==> src/rtl/vw_pkg.sv <==
package vw_pkg;
  localparam int unsigned VW_LANES = 16;
  localparam int unsigned VW_DEPTH = 64;

  typedef enum logic {
    OP_READ  = 1'b0,
    OP_WRITE = 1'b1
  } vw_op_e;
endpackage

==> src/rtl/vw_spread.sv <==
// Write fan-out: walk the junction tree from the narrowest level outward.
module vw_spread #(
  parameter int LANES  = 16,
  localparam int LEVELS = $clog2(LANES)
) (
  input  logic [LEVELS-1:0] fold,
  input  logic [LANES-1:0]  pins,
  output logic [LANES-1:0]  lanes
);
  always_comb begin
    logic [LANES-1:0] cur;
    cur = pins;
    for (int l = LEVELS - 1; l >= 0; l--) begin
      if (fold[l]) begin
        for (int i = 0; i < LANES; i++) begin
          if (i >= (LANES >> (l + 1)) && i < (LANES >> l))
            cur[i] = cur[i - (LANES >> (l + 1))];
        end
      end
    end
    lanes = cur;
  end
endmodule

==> src/rtl/vw_gather.sv <==
// Read collapse: each merged level ORs the upper half of the live span onto the lower half.
module vw_gather #(
  parameter int LANES  = 16,
  localparam int LEVELS = $clog2(LANES)
) (
  input  logic [LEVELS-1:0] fold,
  input  logic [LANES-1:0]  sel,
  input  logic [LANES-1:0]  lanes,
  output logic [LANES-1:0]  pins
);
  always_comb begin
    logic [LANES-1:0] cur;
    logic [LANES-1:0] nxt;
    cur = lanes & sel;
    for (int l = 0; l < LEVELS; l++) begin
      nxt = cur;
      if (fold[l]) begin
        for (int i = 0; i < LANES; i++) begin
          if (i < (LANES >> (l + 1)))
            nxt[i] = cur[i] | cur[(i + (LANES >> (l + 1))) % LANES];
          else
            nxt[i] = 1'b0;
        end
      end
      cur = nxt;
    end
    pins = cur;
  end
endmodule

==> src/rtl/vw_store.sv <==
// One storage column per lane, each with its own write enable.
module vw_store #(
  parameter int LANES = 16,
  parameter int DEPTH = 64,
  localparam int AW = $clog2(DEPTH)
) (
  input  logic             clk,
  input  logic             we,
  input  logic [AW-1:0]    addr,
  input  logic [LANES-1:0] wmask,
  input  logic [LANES-1:0] wbits,
  output logic [LANES-1:0] rbits
);
  for (genvar g = 0; g < LANES; g++) begin : g_col
    logic [DEPTH-1:0] col;
    always_ff @(posedge clk) begin
      if (we && wmask[g]) col[addr] <= wbits[g];
    end
    assign rbits[g] = col[addr];
  end
endmodule

==> src/rtl/vw_lane_ram.sv <==
module vw_lane_ram
  import vw_pkg::*;
#(
  parameter int LANES = VW_LANES,
  parameter int DEPTH = VW_DEPTH,
  localparam int LEVELS = $clog2(LANES),
  localparam int AW = $clog2(DEPTH)
) (
  input  logic              clk,
  input  logic              rst_n,
  input  logic [LEVELS-1:0] fold_ctl,
  input  logic [LANES-1:0]  lane_sel,
  input  logic              req_valid,
  output logic              req_ready,
  input  logic              req_write,
  input  logic [AW-1:0]     req_addr,
  input  logic [LANES-1:0]  req_wdata,
  output logic              rsp_valid,
  input  logic              rsp_ready,
  output logic [LANES-1:0]  rsp_data
);
  vw_op_e           op;
  logic             take;
  logic [LANES-1:0] wr_lanes;
  logic [LANES-1:0] rd_lanes;
  logic [LANES-1:0] rd_pins;

  assign op        = vw_op_e'(req_write);
  assign req_ready = !rsp_valid || rsp_ready;
  assign take      = req_valid && req_ready;

  vw_spread #(.LANES(LANES)) u_spread (
    .fold (fold_ctl),
    .pins (req_wdata),
    .lanes(wr_lanes)
  );

  vw_store #(.LANES(LANES), .DEPTH(DEPTH)) u_store (
    .clk  (clk),
    .we   (take && op == OP_WRITE),
    .addr (req_addr),
    .wmask(lane_sel),
    .wbits(wr_lanes),
    .rbits(rd_lanes)
  );

  vw_gather #(.LANES(LANES)) u_gather (
    .fold (fold_ctl),
    .sel  (lane_sel),
    .lanes(rd_lanes),
    .pins (rd_pins)
  );

  always_ff @(posedge clk) begin
    if (!rst_n) begin
      rsp_valid <= 1'b0;
      rsp_data  <= '0;
    end else if (take && op == OP_READ) begin
      rsp_valid <= 1'b1;
      rsp_data  <= rd_pins;
    end else if (rsp_ready) begin
      rsp_valid <= 1'b0;
    end
  end
endmodule

==> config.mk <==
export PLATFORM = sky130hd
export DESIGN_NAME = vw_lane_ram
export DESIGN_NICKNAME = d
export VERILOG_FILES = /design/src/rtl/vw_pkg.sv /design/src/rtl/vw_spread.sv /design/src/rtl/vw_gather.sv /design/src/rtl/vw_store.sv /design/src/rtl/vw_lane_ram.sv
export SDC_FILE = /design/constraint.sdc
export NUM_CORES = 1
export LEC_CHECK = 0
export ABC_AREA = 1
export BUFFER_PORTS_ARGS = -buffer_cell sky130_fd_sc_hd__buf_2
export CORE_ASPECT_RATIO = 0.9
export CORE_UTILIZATION = 23
export DETAILED_ROUTE_END_ITERATION = 8
export PLACE_DENSITY = 0.41
export SKIP_CTS_REPAIR_TIMING = 1
export SYNTH_ARGS = -nofsm -noshare
export SYNTH_HDL_FRONTEND = slang
export SYNTH_SLANG_ARGS = --single-unit
==> constraint.sdc <==
create_clock -name clk -period 10.3 [get_ports clk]
set_input_delay 2.06 -clock clk [delete_from_list [all_inputs] [get_ports clk]]
set_output_delay 2.06 -clock clk [all_outputs]
set_load 0.005 [all_outputs]
==> flow_summary_export.csv <==
group,metric,value,unit
routing,drc,0,
global_route,antenna_found_initial,12,
power,clock_power_share,42.0,%
power,leakage,0.0206,uW
logic_synthesis,syn-num-nets,5520,
run_status,status,"completed",
global_route,grt_pass1_vias,35100,
power,powerDensity,171,nW/um^2
clocking,path_clk_slew,0.06,ns
setup_path,cp.required,10.73,ns
global_route,grt_pass1_wl,253000,um
finish,final_util,26.3,%
sta,tightest_slew,1.19,ns
setup_path,worstReg2RegStart,"rsp_valid",
logic_synthesis,avgSynthCellArea,8.85,sq um
sta,hold_viol,0,
routing,postRouteWirelength,176000,um
power,pwr-share-seq,50.1,%
sta,fmax,188,MHz
floorplanning,die_area,213000,sq um
power,power,9390,uW
logic_synthesis,ys_seq_area_share,64.2,%
finish,layout.filler_cells,22700,
floorplanning,die_w,486,um
clocking,worstSkewPairLatency,0.76,ns
setup_path,crit_type,"in -> reg",
sta,setup-tns-final,0,ns
routing,drt_iter0_drc,3302,
logic_synthesis,synth_warnings,0,
power,p_comb_share,7.9,%
sta,fin_crit,5.32,ns
flow_run,max_cap_viol_count,0,
global_route,overflow,0,
global_route,grt_max_degree,173,
place,place_inst,7977,
logic_synthesis,synth_area,48500,sq um
setup_path,cp-start-kind,"primary input",
finish,nets,5405,
clocking,numCtsBuffers,116,
setup_path,crit_fanout,85,
global_route,track_usage,16.4,%
power,p_sw,2400,uW
sta,drv_slew,0,
setup_path,cp_data_arrival_time,5.75,ns
routing,avgViaCountPerCell,4.46,
routing,drt_first_pass_iters,5,
logic_synthesis,yosysTopAreaCellShare,63.5,%
routing,vias,36500,
clocking,clockBufferDepth,3,
worst_hold_path,min_to,"rsp_data[1]",
sta,clock_skew,0.0277,ns
logic_synthesis,synth_top_area_cell,"edfxtp_1",
finish,layout.cells.non_filler,8192,
clocking,cts.sinks,1041,
setup_path,endpoint_kind,"flop",
setup_path,rr_worst_depth,11,
worst_hold_path,hold_path_depth,2,
sta,rsz0062_at_grt,"no",
sta,final-setup-viol-count,0,
power,vdd_drop_max,131,uV
clocking,cts_tree,"yes",
floorplanning,initial_core_util,23.2,%
floorplanning,ios,65,
finish,areaGrowthSynthToFinish,13.2,%
routing,antenna_left,0,
logic_synthesis,synthTopCellsByArea,"edfxtp_1 (63%), nand2_1 (20%), nor2_1 (8.5%)",
power,p_int,7000,uW
finish,drive_above_1_share,6.22,%
logic_synthesis,ys_seq_elements,1041,
routing,wire_per_inst,21.5,um
place,portBuffers,64,
clocking,h-tree-depth,3,
logic_synthesis,synthDistinctLibCells,23,
sta,finalCritPeriodShare,51.7,%
floorplanning,core,209000,sq um
sta,relSlewSlack,20.8,%
place,hpwl,98600,um
clocking,root_buffer,"clkbuf_16",
setup_path,r2r_end,"rsp_data[15]",
floorplanning,rows,159,
logic_synthesis,synth_cells,5473,
floorplanning,die_y,437,um
power,switching_share,25.5,%
place,gp_congestion,0.801,
worst_hold_path,min_path_type,"reg -> reg",
setup_path,r2r_setup_slack,7.43,ns
worst_hold_path,hp-start,"rsp_data[1]",
[worst max-delay path by stage]
stage                       startpoint                        end  slack (ns)  cells after the start
final                      req_addr[1]   u_store.g_col[4].col[14]        4.98                      6
after global routing       req_addr[1]  u_store.g_col[14].col[14]        4.74                      6
after CTS                  req_addr[1]  u_store.g_col[11].col[19]        5.03                      8
after detailed placement   req_addr[1]   u_store.g_col[2].col[15]        4.23                      6
after global placement     req_addr[1]  u_store.g_col[10].col[19]        4.29                      8
after floorplan           req_wdata[0]   u_store.g_col[15].col[0]        3.39                      4
[registers in the layout (all words and copies together), names as in the netlist]
signal / count
rsp_data: 16
rsp_valid: 1
u_store.g_col.col: 1024
[metal layers]
layer	vias to the layer above	part of all wire (%)	track usage (%)
li1	17200	-	-
met1	18300	47	23.0
met2	850	45	26.1
met3	224	5.4	2.57
met4	2	2.5	4.05
met5	-	0.0045	0
[cells by family (layout without fill, tap and decap cells)]
kind of cell / Yosys count / in the layout / share of synthesized area [%]
other: 0 / 3 / 0
AO/OA/AOI/OAI: 183 / 183 / 1.94
AND/OR/NAND/NOR: 3776 / 3776 / 29.5
buffers and inverters: 473 / 452 / 4.37
flip-flops: 1041 / 1041 / 64.2
[critical path, stage by stage]
cell and delay, ns:
buf_8 0.42, buf_4 0.63, nand2_1 0.35, nor2_1 0.92
nand2_1 0.89, nor2_1 0.34
[layout by cell type (no fill, tap or decap), types with 2 or more instances in the layout]
cell type	netlist	final
clkinv_2	0	19
inv_6	0	2
dfxtp_1	17	17
clkbuf_1	165	34
nand2_1	2617	2593
o211ai_1	6	6
buf_2	166	61
bufinv_16	0	3
nor3_2	8	2
o21ai_1	9	9
nor2_1	1092	1091
buf_12	0	5
o21ai_0	53	53
a21oi_1	108	108
nand2_4	0	2
a31oi_4	0	7
buf_4	19	73
inv_2	5	3
or2_2	5	5
inv_1	92	92
nand3_1	51	51
clkinv_1	0	33
nand2_2	0	22
clkbuf_16	0	118
buf_8	0	2
diode_2	0	3
edfxtp_1	1024	1024
nor3_4	0	7
clkinv_8	0	3
[cell usage after synthesis]
cell      instances
buf_4            19
o21ai_1           9
o21ai_0          53
a31oi_1           7
buf_1            17
inv_4             1
edfxtp_1       1024
nor3_1            1
clkbuf_1        165
nand3_1          51
or2_2             5
o211ai_1          6
dfxtp_1          17
nor2_1         1092
inv_1            92
buf_2           166
buf_6             8
inv_2             5
nand4_1           1
nor3_2            8
a21oi_1         108
or2_0             1
nand2_1        2617
[power by group through the flow]
stage / clock network, uW / logic, uW / registers (uW)
after floorplan: 0 / 399 / 4800
after global placement: 0 / 746 / 4790
after detailed placement: 0 / 746 / 4790
after CTS: 4030 / 748 / 4700
after global routing: 4180 / 805 / 4700
final: 3950 / 739 / 4700
[stage by stage]
step / instance area [sq um] / worst slack, ns / hold slack (ns)
6_report: 54800 / 4.98 / 0.466
5_1_grt: 54800 / 4.74 / 0.495
4_1_cts: 54800 / 5.03 / 0.470
3_5_place_dp: 51400 / 4.23 / 0.461
3_3_place_gp: 51400 / 4.29 / 0.454
2_1_floorplan: 48500 / 3.39 / 0.462
[cell type report]
| type | count | area, sq um | area share (%) |
|---|---|---|---|
| Clock buffer | 152 | 3080 | 5.62 |
| Multi-Input combinational cell | 3959 | 15500 | 28.2 |
| Sequential cell | 1041 | 31100 | 56.7 |
| Tap cell | 2737 | 3420 | 6.24 |
| Inverter | 98 | 397 | 0.723 |
| Clock inverter | 60 | 375 | 0.684 |
| Antenna cell | 3 | 7.51 | 0.0137 |
| Timing Repair Buffer | 142 | 995 | 1.81 |
(Power assumes the default switching activity.)
